## config.mk

```make
export PLATFORM = sky130hd
export DESIGN_NAME = hit_timestamp_capture
export DESIGN_NICKNAME = d
export VERILOG_FILES = /design/src/rtl/hts_pkg.sv /design/src/rtl/hts_xing_counter.sv /design/src/rtl/hts_hit_fsm.sv /design/src/rtl/hts_time_merge.sv /design/src/rtl/hit_timestamp_capture.sv
export SDC_FILE = /design/constraint.sdc
export NUM_CORES = 1
export LEC_CHECK = 0
export BUFFER_PORTS_ARGS = -buffer_cell sky130_fd_sc_hd__buf_2
export CORE_MARGIN = 1.5
export CORE_UTILIZATION = 45
export CTS_BUF_LIST = sky130_fd_sc_hd__clkbuf_8
export DETAILED_ROUTE_END_ITERATION = 10
export PLACE_DENSITY = 0.73
export SLEW_MARGIN = 5
export SYNTH_ARGS = -nofsm -noshare
export SYNTH_HDL_FRONTEND = slang
export SYNTH_SLANG_ARGS = --single-unit
```

## constraint.sdc

```tcl
create_clock -name clk -period 4.9 [get_ports clk]
set_input_delay 0 -clock clk [delete_from_list [all_inputs] [get_ports clk]]
set_output_delay 0 -clock clk [all_outputs]
set_load 0.01 [all_outputs]
```

## src/rtl/hts_pkg.sv

```systemverilog
package hts_pkg;
    typedef enum logic [1:0] {
        HS_IDLE    = 2'd0,
        HS_RAMP    = 2'd1,
        HS_CONVERT = 2'd2
    } hit_state_e;
endpackage

```

## src/rtl/hts_xing_counter.sv

```systemverilog
module hts_xing_counter #(
    parameter int CNT_W = 12
) (
    input  logic             clk,
    input  logic             rst_n,
    input  logic             spill_start,
    input  logic             xing_tick,
    output logic             live,
    output logic [CNT_W-1:0] count
);
    always_ff @(posedge clk) begin
        if (!rst_n) begin
            live  <= 1'b0;
            count <= '0;
        end else if (spill_start) begin
            live  <= 1'b1;
            count <= '0;
        end else if (live && xing_tick) begin
            count <= count + CNT_W'(1);
        end
    end

    // a spill start leaves the count at zero
    p_spill_clear_r3: assert property (@(posedge clk) disable iff (!rst_n)
        spill_start |=> (count == '0 && live));
    // one step per crossing while live
    p_step_r2: assert property (@(posedge clk) disable iff (!rst_n)
        (live && xing_tick && !spill_start) |=> count == $past(count) + CNT_W'(1));
    // nothing moves before the spill
    p_dead_r2: assert property (@(posedge clk) disable iff (!rst_n)
        (!live && !spill_start) |=> (count == '0));
endmodule

```

## src/rtl/hts_hit_fsm.sv

```systemverilog
module hts_hit_fsm
    import hts_pkg::*;
#(
    parameter int CNT_W       = 12,
    parameter int CODE_W      = 8,
    parameter int LOST_W      = 8,
    parameter int CLOSE_EDGES = 2
) (
    input  logic              clk,
    input  logic              rst_n,
    input  logic              live,
    input  logic              spill_start,
    input  logic              xing_tick,
    input  logic [CNT_W-1:0]  count,
    input  logic              peak_found,
    input  logic              fine_done,
    input  logic [CODE_W-1:0] fine_code,
    output logic              rec_valid,
    output logic [CNT_W-1:0]  rec_coarse,
    output logic [CODE_W-1:0] rec_fine,
    output logic [LOST_W-1:0] lost_hits
);
    localparam logic [LOST_W-1:0] LOST_MAX  = '1;
    localparam logic [CNT_W-1:0]  CLOSE_OFS = CNT_W'(CLOSE_EDGES - 1);

    hit_state_e       state, state_nxt;
    logic [CNT_W-1:0] lat_q;
    logic             accept, close_now, write_now;

    assign accept    = (state == HS_IDLE) && peak_found && live && !spill_start;
    assign close_now = (state == HS_RAMP) && !spill_start && xing_tick
                       && (count == lat_q + CLOSE_OFS);
    assign write_now = (state == HS_CONVERT) && !spill_start && fine_done;

    always_comb begin
        state_nxt = state;
        unique case (state)
            HS_IDLE:    if (accept) state_nxt = HS_RAMP;
            HS_RAMP: begin
                if (spill_start)    state_nxt = HS_IDLE;
                else if (close_now) state_nxt = HS_CONVERT;
            end
            HS_CONVERT: begin
                if (spill_start)    state_nxt = HS_IDLE;
                else if (write_now) state_nxt = HS_IDLE;
            end
            default:    state_nxt = HS_IDLE;
        endcase
    end

    always_ff @(posedge clk) begin
        if (!rst_n) state <= HS_IDLE;
        else        state <= state_nxt;
    end

    always_ff @(posedge clk) begin
        if (!rst_n) begin
            rec_valid  <= 1'b0;
            rec_coarse <= '0;
            rec_fine   <= '0;
            lat_q      <= '0;
            lost_hits  <= '0;
        end else begin
            rec_valid <= 1'b0;
            if (accept) lat_q <= count;
            if (write_now) begin
                rec_valid  <= 1'b1;
                rec_coarse <= lat_q;
                rec_fine   <= fine_code;
            end
            if (state != HS_IDLE && peak_found && lost_hits != LOST_MAX)
                lost_hits <= lost_hits + LOST_W'(1);
        end
    end

    // no record can come out of an open window
    p_early_done_r6: assert property (@(posedge clk) disable iff (!rst_n)
        (state == HS_RAMP) |=> !rec_valid);
    // record strobe lasts one cycle
    p_single_pulse_r6: assert property (@(posedge clk) disable iff (!rst_n)
        rec_valid |=> !rec_valid);
    // the window only closes on a crossing edge
    p_close_on_tick_r5: assert property (@(posedge clk) disable iff (!rst_n)
        (state == HS_CONVERT && $past(state) == HS_RAMP) |-> $past(xing_tick));
    // a peak while busy bumps the lost counter
    p_lost_step_r8: assert property (@(posedge clk) disable iff (!rst_n)
        (state != HS_IDLE && peak_found && lost_hits != LOST_MAX)
        |=> lost_hits == $past(lost_hits) + LOST_W'(1));
    // otherwise the lost counter holds
    p_lost_hold_r8: assert property (@(posedge clk) disable iff (!rst_n)
        !peak_found |=> $stable(lost_hits));
    // peaks before the spill never open a window
    p_no_hit_dead_r2: assert property (@(posedge clk) disable iff (!rst_n)
        (!live && state == HS_IDLE) |=> state == HS_IDLE);
endmodule

```

## src/rtl/hts_time_merge.sv

```systemverilog
module hts_time_merge #(
    parameter int CNT_W      = 12,
    parameter int CODE_W     = 8,
    parameter int RAMP_XINGS = 5
) (
    input  logic [CNT_W-1:0]      coarse,
    input  logic [CODE_W-1:0]     fine,
    output logic [CNT_W+CODE_W:0] stamp
);
    localparam int TW = CNT_W + CODE_W + 1;

    logic [TW-1:0] coarse_part, fine_part;

    assign coarse_part = TW'(coarse) << CODE_W;
    assign fine_part   = TW'(fine) * TW'(RAMP_XINGS);
    assign stamp       = coarse_part + fine_part;
endmodule

```

## src/rtl/hit_timestamp_capture.sv

```systemverilog
module hit_timestamp_capture #(
    parameter int CNT_W       = 12,
    parameter int CODE_W      = 8,
    parameter int LOST_W      = 8,
    parameter int CLOSE_EDGES = 2,
    parameter int RAMP_XINGS  = 5
) (
    input  logic                  clk,
    input  logic                  rst_n,
    input  logic                  spill_start,
    input  logic                  xing_tick,
    input  logic                  peak_found,
    input  logic                  fine_done,
    input  logic [CODE_W-1:0]     fine_code,
    output logic                  rec_valid,
    output logic [CNT_W-1:0]      rec_coarse,
    output logic [CODE_W-1:0]     rec_fine,
    output logic [CNT_W+CODE_W:0] rec_time,
    output logic [LOST_W-1:0]     lost_hits
);
    localparam int TW = CNT_W + CODE_W + 1;
    localparam logic [TW-1:0] FINE_SPAN = TW'(((1 << CODE_W) - 1) * RAMP_XINGS);

    logic             live;
    logic [CNT_W-1:0] count;

    hts_xing_counter #(.CNT_W(CNT_W)) u_counter (
        .clk         (clk),
        .rst_n       (rst_n),
        .spill_start (spill_start),
        .xing_tick   (xing_tick),
        .live        (live),
        .count       (count)
    );

    hts_hit_fsm #(
        .CNT_W(CNT_W), .CODE_W(CODE_W), .LOST_W(LOST_W), .CLOSE_EDGES(CLOSE_EDGES)
    ) u_fsm (
        .clk         (clk),
        .rst_n       (rst_n),
        .live        (live),
        .spill_start (spill_start),
        .xing_tick   (xing_tick),
        .count       (count),
        .peak_found  (peak_found),
        .fine_done   (fine_done),
        .fine_code   (fine_code),
        .rec_valid   (rec_valid),
        .rec_coarse  (rec_coarse),
        .rec_fine    (rec_fine),
        .lost_hits   (lost_hits)
    );

    hts_time_merge #(
        .CNT_W(CNT_W), .CODE_W(CODE_W), .RAMP_XINGS(RAMP_XINGS)
    ) u_merge (
        .coarse (rec_coarse),
        .fine   (rec_fine),
        .stamp  (rec_time)
    );

    // the stamp sits inside the fine span above the coarse base
    p_stamp_span_r7: assert property (@(posedge clk) disable iff (!rst_n)
        rec_valid |-> ((rec_time - (TW'(rec_coarse) << CODE_W)) <= FINE_SPAN));
    // nothing published in the first cycle after reset
    p_reset_quiet_r1: assert property (@(posedge clk) disable iff (!rst_n)
        $rose(rst_n) |-> !rec_valid);
endmodule

```

# Word level (Yosys, flattened, before mapping)
# Cells that the tools add are included.
[word_totals] register_bits=56 in_bits=14 output_inout_bits=50 word_cells=44
[classes] add_sub_neg=4 mul=1 n_eq_ne=7 muxes=7 bitwise=1 reduce_logical=16
[op_table] operator="12-bit by 1-bit adder with 12-bit output (second input constant)" count=2
[op_table] operator="20-bit by 11-bit adder with 21-bit output" count=1
[op_table] operator="12-bit == test" count=1
[op_table] operator="1-bit logical AND" count=11
[op_table] operator="8-bit by 3-bit multiplier with 11-bit output (second input constant)" count=1
[op_table] operator="2-bit 2-to-1 mux" count=5
[op_table] operator="8-bit by 1-bit adder with 8-bit output (second input constant)" count=1
[op_table] operator="8-bit != test (second input constant)" count=1
[op_table] operator="3-bit by 2-bit != test with 1-bit output (second input constant)" count=2
[op_table] operator="2-bit case mux with 3 select lines" count=1
[op_table] operator="3-bit AND reduction" count=1
[op_table] operator="2-bit by 1-bit == test with 1-bit output (second input constant)" count=1
[op_table] operator="2-bit == test (second input constant)" count=1
[op_table] operator="2-bit zero test" count=1
[op_table] operator="2-bit by 1-bit != test with 1-bit output (second input constant)" count=1
[op_table] operator="2-bit nonzero test" count=1
[op_table] operator="2-bit OR reduction" count=1
[op_table] operator="1-bit zero test" count=1
[op_table] operator="1-bit 2-to-1 mux" count=1
[op_table] operator="1-bit inverter" count=1

# Depth between registers and ports, before layout
# Gate-level depths: netlist (run 1).
[depth] word_depth=7 ltp_mapped=10 mapped_depth_nobuf=10

# Modules after synthesis
# From an unflattened synthesis (run 1), not the netlist that was laid out.
[unflattened] cells_unflattened=378 area_unflattened_um2=3394.5
[modules_own_cells] mod="hts_hit_fsm" instances=1 cells_per_inst=234 area_per_inst_um2=2114.5
[modules_own_cells] mod="hts_time_merge" instances=1 cells_per_inst=79 area_per_inst_um2=679.4
[modules_own_cells] mod="hts_xing_counter" instances=1 cells_per_inst=65 area_per_inst_um2=600.6

# Worst setup path before layout (run 1)
# Ideal clock, no wire load.
[synth_timing] path_type="reg2out" startpoint="register u_fsm.rec_fine[4]" endpoint="output rec_time[14]" arrival_time_ps=2534 required_time_ps=4900 setup_slack_ps=2366 stages_incl_launch_ff=11 cell_sequence="dfxtp_1 ha_1 ha_1 ha_1 fa_1 a21o_1 a21oi_1 o21bai_1 a31o_2 nand4_1 xnor2_1"
[synth_via] elab_chain_cells=2
[synth_rtl] element="start, declared" line_no="hts_hit_fsm.sv:20" rtl="output logic [CODE_W-1:0] rec_fine,"
[synth_rtl] element="start signal, assigned" line_no="hts_hit_fsm.sv:69" rtl="rec_fine <= fine_code;"
[synth_rtl] element="8-bit by 3-bit multiplier with 11-bit output" line_no="hts_time_merge.sv:15" rtl="assign fine_part = TW'(fine) * TW'(RAMP_XINGS);"
[synth_rtl] element="20-bit by 11-bit adder with 21-bit output" line_no="hts_time_merge.sv:16" rtl="assign stamp = coarse_part + fine_part;"
[synth_rtl] element="end, declared" line_no="hit_timestamp_capture.sv:18" rtl="output logic [CNT_W+CODE_W:0] rec_time,"
# No other way between the ends.

# Worst setup path after layout (run 1)
[layout_timing] startpoint="register u_fsm.rec_fine[2]" endpoint="output rec_time[18]"
# The elaborated chain is that of the path after synthesis.

==> metrics.txt, run 1 <==
fraction of registers with async set/reset=0; Remaining DRCs=0; Ports=64; crit path kind=reg -> out; Die Wd=about 87 um; worst flop-to-flop path startpoint=u_fsm.lat_q[0]; maximum buffer depth of the clock tree=2; Clock Sinks=56; Ant. Diodes=0; RSZ-0062 raised after global routing=no; Final min period=~3.1 ns; Initial Util=0.469; Mapped Area=between 0.003 and 0.004 mm2; outcome=complete, no violations; number of global-route vias before repair=approximately 2,500; Max-cap violations=0; critical path's slowest cell=fa_1; switching pwr=between 0.00015 and 0.0002 W; final hold vios=0; WL/cell=around 13 um; via count=between 2,000 and 3,000; Reg area=0.00112 mm2; share of cells above drive strength 1=0.183; postcts setup bufs=0; WP data arrival=~3.1 ns; R2R depth=6; post-CTS sizing=0; Stages on worst setup path=11; total global-route track usage=0.184; Synth cell types=48; Max IR drop VDD=around 0.00011 V; Avg Synthesized Cell Area=8.69 um2; Combinational Power Share=0.040; root buf cell=clkbuf_8; Pre-Repair DR Iteration Count=4; first-pass GRT wire length=11.4 mm; max-slew violation count=0; Post-Route WL=6.70 mm; Yosys reg bits=between 50 and 60; worst hold path type=in -> reg; Worst Setup SP=u_fsm.rec_fine[2]; IO buf count=63; Slew @ Worst Pin=roughly 0.74 ns; Clock Skew=0.0118 ns; worst rel slew slack=0.504; clk_lat worst skew=approximately 0.31 ns; Top FF cell, synth=dfxtp_1; Syn Nets=slightly above 400; # setup viols final=0; gr ovfl total=0; Pleak=1.66 nW; WP data required=4.90 ns; r2r endpoint=u_fsm.state[0]; Total Power=around 0.00078 W; Post-synth EDFFs=0; fillers=between 600 and 700; cell count after synthesis=~370; Starting DRT DRC Count=approximately 110; CTS tree=done; GPL Wtd Cong=between 0.8 and 0.9; Clock Power Share=0.376; Final ANT Viol Nets=0; R2R setup slack=between 2 and 3 ns; Core Rows=30; Post-layout nets=~470; Seq pwr share=0.584; CP endpoint kind=primary output; crit-path leading delay family=adder cells; Top cell by count, worst path=ha_1; crit-path cells=ha_1, ha_1, ha_1, fa_1, a21o_1, a21oi_1, o21bai_1, a31o_2, nand3_1, xnor2_1, buf_2; pin count of the biggest net entering global routing=44; CP max stage delay=around 0.41 ns; die area=approximately 0.0076 mm2; synth warn=0; Clock transition at path regs=roughly 0.10 ns; vias per std cell=~5; Fin Setup TNS=0 ns; area delta synth->final=18.3%; Final period util=0.636; Num CTS Buffers=5; Vert. Die Dim=between 80 and 90 um; initial antenna violation count=0; Peak Freq=roughly 320 MHz; sequential area share after synthesis=0.350; Internal=a little over 0.0006 W; crit path buf inv count=1; core area=between 0.006 and 0.007 mm2; multi-input logic area=between 0.0015 and 0.002 mm2; H-tree depth=2; HPWL Detailed=between 4 and 5 mm; crit path max fanout=5; PD cells=~210 mW/mm2; CP Capture Point=rec_time[18]; switching share of total power=0.206; # hold bufs at CTS=11; Worst setup SP type=flop
-- cell families (layout without fill, tap and decap cells) --
group	Yosys count	in the layout	synth area share
compound gates	56	56	0.122
xor+xnor	42	42	0.115
fa+ha+maj	24	24	0.0983
buf+inv	27	94	0.0355
flops	56	56	0.350
mux	13	13	0.0406
simple gates	151	151	0.240
-- registers in the layout, indices dropped and copies added (netlist names) --
signal            count
u_counter.count      12
u_fsm.state           2
u_counter.live        1
u_fsm.rec_valid       1
u_fsm.rec_coarse     12
u_fsm.rec_fine        8
u_fsm.lost_hits       8
u_fsm.lat_q          12
-- power by group through the flow --
stage / clock network, W / registers, W / logic, W
after floorplan: 0 / 0.000468 / 0.0000145
after global placement: 0 / 0.000469 / 0.0000243
after detailed placement: 0 / 0.000469 / 0.0000244
after CTS: 0.000300 / 0.000458 / 0.0000315
after global routing: 0.000320 / 0.000459 / 0.0000340
final: 0.000295 / 0.000458 / 0.0000315
-- stage by stage --
stage          utilization  instances  area [um2]  hold WS (ns)  setup slack, ns
6_report             0.555        532        3790         0.152             1.78
5_1_grt              0.555        532        3790         0.139             1.61
4_1_cts              0.555        532        3790         0.133             1.76
3_5_place_dp         0.524        513        3580         0.228             2.11
3_3_place_gp         0.524        513        3580         0.223             2.21
2_1_floorplan            -        369        3210         0.110             2.37
-- cell usage in the layout (no fill, tap or decap), types with 3 or more instances in the layout --
cell type / Yosys / layout
buf_2: 2 / 63
nand2_1: 58 / 58
dfxtp_1: 56 / 56
xnor2_1: 25 / 25
a21boi_0: 22 / 22
ha_1: 22 / 22
xor2_1: 17 / 17
nor2_1: 16 / 16
nor2b_1: 14 / 14
nand3_1: 13 / 13
mux2i_1: 13 / 13
inv_1: 11 / 12
dlygate4sd3_1: 0 / 11
a21oi_1: 10 / 10
nand4_1: 8 / 8
o21ai_0: 7 / 7
or3_1: 7 / 7
and3_1: 6 / 6
and2_1: 6 / 6
nor3_1: 5 / 5
clkbuf_8: 0 / 5
a21o_1: 3 / 3
nor3b_1: 3 / 3
-- metal layers --
| layer | GRT usage | wire, um | vias to the layer above |
|---|---|---|---|
| met1 | 0.244 | 3350 | 1235 |
| met5 | 0 | 0 | - |
| met4 | 0.0491 | 72 | 0 |
| li1 | - | - | 1395 |
| met3 | 0.0351 | 220 | 7 |
| met2 | 0.308 | 3060 | 52 |
-- cell type report --
class                   count  area share
clock buffers               5      0.0181
clock inverters             3      0.0102
inverters                  11      0.0109
multi-input cells         286       0.520
flip-flops and latches     56       0.295
well taps                  96      0.0317
repair buffers             75       0.114
-- Yosys cell counts, types with 2 or more instances --
cell type	n	area share
and4_1	2	0.0055
clkbuf_1	10	0.012
or3_1	7	0.014
a21oi_1	10	0.016
nor3b_1	3	0.0070
ha_1	22	0.086
nand3_1	13	0.020
inv_1	11	0.013
o21a_1	2	0.0047
nor2b_1	14	0.027
buf_4	2	0.0047
xnor2_1	25	0.068
o21bai_1	2	0.0047
o21ai_0	7	0.011
buf_2	2	0.0031
nand4_1	8	0.016
clkbuf_2	2	0.0031
nor2_1	16	0.019
o211ai_1	2	0.0047
nand3b_1	2	0.0047
and2_1	6	0.012
mux2i_1	13	0.041
dfxtp_1	56	0.35
and3_1	6	0.012
a21o_1	3	0.0070
fa_1	2	0.012
nand2_1	58	0.068
nor3_1	5	0.0078
xor2_1	17	0.046
a21boi_0	22	0.052
nand2b_1	2	0.0039
-- worst min-delay path by stage --
| stage | cells past startpoint | start | slack (ns) | end |
|---|---|---|---|---|
| floorplan | 1 | spill_start | 0.11 | u_counter.live |
| global placement | 2 | spill_start | 0.22 | u_counter.live |
| detailed placement | 2 | spill_start | 0.23 | u_counter.live |
| CTS | 3 | peak_found | 0.13 | u_fsm.state[0] |
| global route | 3 | peak_found | 0.14 | u_fsm.state[0] |
| finish | 3 | peak_found | 0.15 | u_fsm.state[0] |
-- tightest hold or removal path, delay by kind of cell --
family                 cells  cell delay [ns]
AO/OA/AOI/OAI              1             0.19
buffers and inverters      1             0.12
AND/OR/NAND/NOR            1             0.09
Note: power is estimated with default switching activity, not from simulation.
==> run 2, diff against run 1 <==
--- a/config.mk
+++ b/config.mk
@@ -5,12 +5,13 @@
 export SDC_FILE = /design/constraint.sdc
 export NUM_CORES = 1
 export LEC_CHECK = 0
+export ABC_AREA = 1
 export BUFFER_PORTS_ARGS = -buffer_cell sky130_fd_sc_hd__buf_2
 export CORE_MARGIN = 1.5
 export CORE_UTILIZATION = 45
 export CTS_BUF_LIST = sky130_fd_sc_hd__clkbuf_8
 export DETAILED_ROUTE_END_ITERATION = 10
-export PLACE_DENSITY = 0.73
+export PLACE_DENSITY = 0.75
 export SLEW_MARGIN = 5
 export SYNTH_ARGS = -nofsm -noshare
 export SYNTH_HDL_FRONTEND = slang
==> constraint.sdc (replaced) <==
create_clock -name clk -period 2.6 [get_ports clk]
set_input_delay 0 -clock clk [delete_from_list [all_inputs] [get_ports clk]]
set_output_delay 0 -clock clk [all_outputs]
set_load 0.01 [all_outputs]
==> run 2 against run 1 <==
The flow now finishes with violations (setup timing). Power is 89% higher. Combinational power rose to 3.7 times the previous value. Sequential cell count did not move. Final cell count rose by 30%. Area after synthesis rose by 7.3%. Register-to-register slack worse by 2.1 ns. Setup slack got worse by 1.9 ns. Non-clock buffer count is 16 higher. Sequential share of layout area down 3.7 points. Worst hold slack worse by 0.12 ns. Critical endpoint is now rec_time[20]. Largest power group unchanged. Highest routed layer unchanged.
==> metrics.txt, run 2 <==
crit path max fanout=4 (-1); outcome=finished, violations left; Peak Freq=between 300 and 400 MHz; Pre-Repair DR Iteration Count=4 (unchanged); Num CTS Buffers=5 (unchanged); failing checks=setup timing; WP data arrival=2.75 ns (-0.37 ns); commonest non-fill, non-tap cell in the layout=nand2_1; CTS tree=done; Final ANT Viol Nets=0 (unchanged); Yosys reg bits=56 (unchanged); Top FF cell, synth=dfxtp_1; Ant. Diodes=0 (unchanged); Pleak=2.03 nW (+22%); Combinational Power Share=0.079 (+0.039); worst setup margin=-0.150 ns (-1.93 ns); clk_lat worst skew=0.31 ns (about the same); Avg Synthesized Cell Area=6.80 um2 (-22%); Post-synth top cells=nand2_1 (109), inv_1 (64), dfxtp_1 (56), nor2_1 (49), o21ai_0 (44); Max-cap violations=0 (unchanged); Final min period=between 2 and 3 ns; pin count of the biggest net entering global routing=37 (-16%); GPL Wtd Cong=0.960 (+15%); Clock Skew=0.00954 ns (-0.00228 ns); RSZ-0062 raised after global routing=yes; Post-synth EDFFs=0 (unchanged); Synth area leaders=dfxtp_1 (33%), nand2_1 (12%), ha_1 (8.0%), inv_1 (7.0%), o21ai_0 (6.4%); Syn Nets=544 (+34%); Slew @ Worst Pin=0.673 ns (-0.0710 ns); final non-filler cell total=691 (+30%); WP data required=2.60 ns (-2.30 ns); R2R setup slack=0.74 ns (-2.13 ns); maximum buffer depth of the clock tree=2 (unchanged); Die Wd=90.5 um (+3.5%); Seq pwr share=0.592 (+0.008); sequential area share after synthesis=0.326 (-0.0239); gr ovfl total=0 (unchanged); vias per std cell=5.15 (+1.9%); cell count after synthesis=506 (+37%); Yosys top cell area share=0.326 (-0.0239); die area=0.00818 mm2 (+7.1%); core area=0.00733 mm2 (+7.3%); IO buf count=63 (unchanged); Worst setup SP type=flop; initial antenna violation count=0 (unchanged); Worst Setup SP=u_fsm.rec_fine[5]; number of global-route vias before repair=3,108 (+24%); share of cells above drive strength 1=0.247 (+0.0631); worst hold path type=in -> reg; Vert. Die Dim=90.5 um (+3.5%); crit path kind=reg -> out; area delta synth->final=28.1%; H-tree depth=2 (unchanged); Synth cell types=32 (-33%); # setup viols final=6 (+6); Post-Place Cells=660 (+29%); Remaining DRCs=0 (unchanged); PD cells=337 mW/mm2 (+63%); Initial Util=0.470 (about the same); switching pwr=0.000361 W (+120%); Post-layout nets=629 (+33%); worst rel slew slack=0.550 (+0.0457); Clock transition at path regs=0.10 ns (about the same); Ports=64 (unchanged); Synth area leader=dfxtp_1; switching share of total power=0.243 (+0.0370); Internal=0.00113 W (+81%); final hold vios=0 (unchanged); via count=3,558 (+32%); Hold WS=0.0324 ns (-0.120 ns); worst flop-to-flop path startpoint=u_fsm.lost_hits[1]; Clock Sinks=56 (unchanged); root buf cell=clkbuf_8; max-slew violation count=0 (unchanged); Regs by FF count=u_counter.count x12, u_fsm.lat_q x12, u_fsm.rec_coarse x12; hold wc startpoint=xing_tick; total global-route track usage=0.214 (+0.0299); Clock Power Share=0.329 (-0.047); synth warn=0 (unchanged); Starting DRT DRC Count=227 (+110%); most frequent cells in the layout=nand2_1 (105), buf_2 (63), inv_1 (62), nor2_1 (49), dfxtp_1 (49); Core Rows=31 (+3.3%); Max IR drop VDD=0.000203 V (+77%); first-pass GRT wire length=14.5 mm (+28%); most frequent cell after synthesis=nand2_1; fraction of registers with async set/reset=0 (unchanged); CP endpoint kind=primary output; Post-Route WL=9.74 mm (+45%); HPWL Detailed=6.25 mm (+28%); Mapped Area=0.00344 mm2 (+7.3%); WL/cell=14.1 um (+12%); Final period util=1.06; Total Power=0.00149 W (+89%)
[run 2: worst paths after layout]
path | endpoint | cells past startpoint
worst max register to register | u_fsm.lost_hits[1] | 8
worst min-delay path | u_counter.count[1] | 3
worst max-delay path | rec_time[20] | 13
worst min register to register | u_counter.live | 2
[run 2: critical path: stages, from the launching register on]
cell and delay, ns:
dfxtp_4 0.38, ha_4 0.13, inv_2 0.03, fa_1 0.49, inv_2 0.05, ha_4 0.29, nand2_2 0.06, inv_2 0.08
a21oi_4 0.06, o21ai_2 0.16, nor3b_4 0.24, nand3_1 0.13, nor2_1 0.16, buf_2 0.16
[run 2: kinds of logic after synthesis]
logic type	Yosys count	share of synthesized area
fa+ha+maj	24	0.0916
buf+inv	81	0.0934
simple gates	231	0.296
compound gates	91	0.134
flops	56	0.326
xor+xnor	23	0.0585
[run 2: per-layer routing]
layer,part of all wire,vias to the layer above,global-route usage
met2,0.49,108,0.361
met1,0.44,1631,0.284
li1,-,1799,-
met4,0.022,0,0.0595
met5,0,-,0
met3,0.049,20,0.0303
[run 2: repair_timing]
item,4_1_cts,5_1_grt
pin swaps,10,16
hold buffers,9,0
hold endpoints to repair,9,0
setup buffers,5,9
setup endpoints to repair,10,10
resized for setup,20,30
cloned,0,0
[run 2: power groups by stage]
stage	logic, W	clock network, W	registers (W)
6_report	0.000118	0.000489	0.000880
4_1_cts	0.000115	0.000503	0.000884
3_3_place_gp	0.000101	0	0.000903
3_5_place_dp	0.000103	0	0.000903
2_1_floorplan	0.0000741	0	0.000899
5_1_grt	0.000136	0.000534	0.000882
[run 2: cell type report]
class	instances	area, um2
clock buffer	6	82.6
clock inverter	2	11.3
fill	629	2920
inverter	68	255
multi-input combinational	369	2240
sequential	56	1140
tap	99	124
timing repair buffer	91	556
[run 2: per-stage QoR]
stage / setup slack, ns / TNS [ns] / cell area [um2] / utilization
finish: -0.150 / -0.353 / 4410 / 0.601
global route: -0.236 / -1.02 / 4410 / 0.601
CTS: -0.00882 / -0.00882 / 4190 / 0.572
detailed placement: -0.000902 / -0.000902 / 3850 / 0.526
global placement: 0.0841 / 0 / 3850 / 0.526
floorplan: 0.183 / 0 / 3440 / -
==> run 3, diff against run 2 <==
--- a/config.mk
+++ b/config.mk
@@ -5,13 +5,12 @@
 export SDC_FILE = /design/constraint.sdc
 export NUM_CORES = 1
 export LEC_CHECK = 0
-export ABC_AREA = 1
 export BUFFER_PORTS_ARGS = -buffer_cell sky130_fd_sc_hd__buf_2
 export CORE_MARGIN = 1.5
 export CORE_UTILIZATION = 45
 export CTS_BUF_LIST = sky130_fd_sc_hd__clkbuf_8
 export DETAILED_ROUTE_END_ITERATION = 10
-export PLACE_DENSITY = 0.75
+export PLACE_DENSITY = 0.76
 export SLEW_MARGIN = 5
 export SYNTH_ARGS = -nofsm -noshare
 export SYNTH_HDL_FRONTEND = slang
==> run 3 against run 2 <==
The run still ends with setup timing left. Sequential power shrank 2.3%. Final cell count shrank 21%. Worst hold slack gained 0.026 ns.
==> metrics.txt, run 3 (synthesis gave the netlist of run 1 again) <==
outcome=finished, violations left; Peak Freq=366 MHz (+0.67%); area delta synth->final=30.8%; Worst setup SP type=flop; gr ovfl total=0 (unchanged); Clock transition at path regs=0.10 ns (about the same); Vert. Die Dim=87.4 um (-3.4%); R2R depth=6 (-2); Hold EP=u_fsm.state[0]; root buf cell=clkbuf_8; hold wc startpoint=peak_found; crit path max fanout=5 (+1); WP data required=2.60 ns (about the same); Pre-Repair DR Iteration Count=4 (unchanged); final hold vios=0 (unchanged); RSZ-0062 raised after global routing=yes; worst rel slew slack=0.495 (-0.0546); Post-Route WL=8.00 mm (-18%); core area=0.00683 mm2 (-6.8%); number of global-route vias before repair=2,873 (-7.6%); Regs by FF count=u_counter.count x12, u_fsm.lat_q x12, u_fsm.rec_coarse x12; Clock Sinks=56 (unchanged); crit path kind=reg -> out; R2R setup slack=0.57 ns (-0.17 ns); Ports=64 (unchanged); Max-cap violations=0 (unchanged); clk_lat worst skew=0.31 ns (about the same); Final min period=2.73 ns (-0.0184 ns); Clock Skew=0.0104 ns (+0.000817 ns); Ant. Diodes=0 (unchanged); HPWL Detailed=5.03 mm (-20%); Slew @ Worst Pin=0.755 ns (+0.0823 ns); PD cells=365 mW/mm2 (+8.4%); CP endpoint kind=primary output; Max IR drop VDD=0.000292 V (+44%); Remaining DRCs=0 (unchanged); most frequent cells in the layout=buf_2 (63), nand2_1 (58), dfxtp_1 (49), xnor2_1 (24), a21boi_0 (22); multi-input logic area=0.00222 mm2 (-0.73%); r2r endpoint=u_fsm.state[0]; GPL Wtd Cong=0.816 (-15%); WHS Path Cells=3 (unchanged); fillers=570 (-9.4%); utilization after layout=0.614 (+0.0126); die area=0.00764 mm2 (-6.6%); Final ANT Viol Nets=0 (unchanged); CTS tree=done; worst flop-to-flop path startpoint=u_fsm.lat_q[0]; vias per std cell=5.15 (about the same); max-slew violation count=0 (unchanged); Core Rows=30 (-3.2%); Hold WS=0.0583 ns (+0.0260 ns); Post-layout nets=488 (-22%); # setup viols final=11 (+5); initial antenna violation count=0 (unchanged); WL/cell=14.6 um (+3.8%); maximum buffer depth of the clock tree=2 (unchanged); Num CTS Buffers=5 (unchanged); Initial Util=0.469 (about the same); pin count of the biggest net entering global routing=43 (+16%); worst setup margin=-0.132 ns (+0.0184 ns); WP data arrival=2.73 ns (-0.02 ns); share of cells above drive strength 1=0.290 (+0.0438); failing checks=setup timing; H-tree depth=2 (unchanged); Reg area=0.00114 mm2 (-0.22%); worst hold path type=in -> reg; via count=2,818 (-21%); first-pass GRT wire length=13.2 mm (-9.2%); Starting DRT DRC Count=175 (-23%); Final period util=1.05 (-0.00706); IO buf count=63 (unchanged); commonest non-fill, non-tap cell in the layout=buf_2; Pleak=1.73 nW (-15%); total global-route track usage=0.219 (+0.00457); Die Wd=87.4 um (-3.4%)
## run 3: changes by cell type in the layout (fill, tap and decap cells not counted), sizes merged, moves of 14 or more
cell / change
nor2: -43
a21boi: +22
o21ai: -39
nand3: -25
inv: -57
xnor2: +19
nor2b: +14
nand2: -53
a21oi: -33
## run 3: final cells by class
class | count | share of cell area
Multi-Input combinational cell | 286 | 0.530
Sequential cell | 56 | 0.271
Tap cell | 96 | 0.0286
Timing Repair Buffer | 90 | 0.130
Clock buffer | 7 | 0.0230
Inverter | 11 | 0.00984
Clock inverter | 1 | 0.00716
## run 3: per-layer routing
layer | vias up | GRT usage | share of wire
met5 | - | 0 | 0
met4 | 0 | 0.0794 | 0.010
met3 | 6 | 0.0370 | 0.033
met2 | 63 | 0.397 | 0.52
met1 | 1324 | 0.257 | 0.44
li1 | 1425 | - | -
## run 3: stage by stage
step / cell area [um2] / total power, W / setup slack (ns) / TNS, ns / instances
detailed placement: 3640 / 0.000930 / -0.0499 / -0.155 / 521
global placement: 3640 / 0.000930 / 0.00904 / 0 / 521
floorplan: 3210 / 0.000910 / 0.0661 / 0 / 369
finish: 4200 / 0.00153 / -0.132 / -0.963 / 547
global route: 4200 / 0.00160 / -0.239 / -2.26 / 547
CTS: 4100 / 0.00156 / -0.139 / -0.585 / 543
## run 3: critical path, stage by stage (launching register included)
cell	delay (ns)
dfxtp_2	0.35
buf_4	0.15
ha_4	0.16
ha_4	0.16
ha_4	0.16
fa_2	0.36
a21o_1	0.19
a21oi_2	0.19
o21bai_2	0.10
a31o_4	0.26
nand4_1	0.10
xnor2_1	0.11
buf_2	0.14
## run 3: timing repair
item | 4_1_cts | 5_1_grt
endpoints found under the setup margin | 13 | 11
gates resized for setup | 31 | 14
pin swaps | 13 | 12
hold endpoints to repair | 11 | 0
buffers inserted | 3 | 4
hold buffers | 11 | 0
cloned | 0 | 0
## run 3: how the worst max path moves through the flow
stage	from	end	slack, ns	cells after the start
floorplan	u_fsm.rec_fine[4]	rec_time[14]	0.07	10
global placement	u_fsm.rec_fine[2]	rec_time[14]	0.009	11
detailed placement	u_fsm.rec_fine[2]	rec_time[14]	-0.05	11
CTS	u_fsm.rec_fine[4]	rec_time[14]	-0.14	11
global route	u_fsm.rec_fine[2]	rec_time[14]	-0.24	12
finish	u_fsm.rec_fine[2]	rec_time[14]	-0.13	12
## run 3: power breakdown
group	switching [W]	total [W]	internal [W]
registers	0.00000413	0.000860	0.000856
clock network	0.000272	0.000612	0.000340
logic	0.0000277	0.0000608	0.0000331
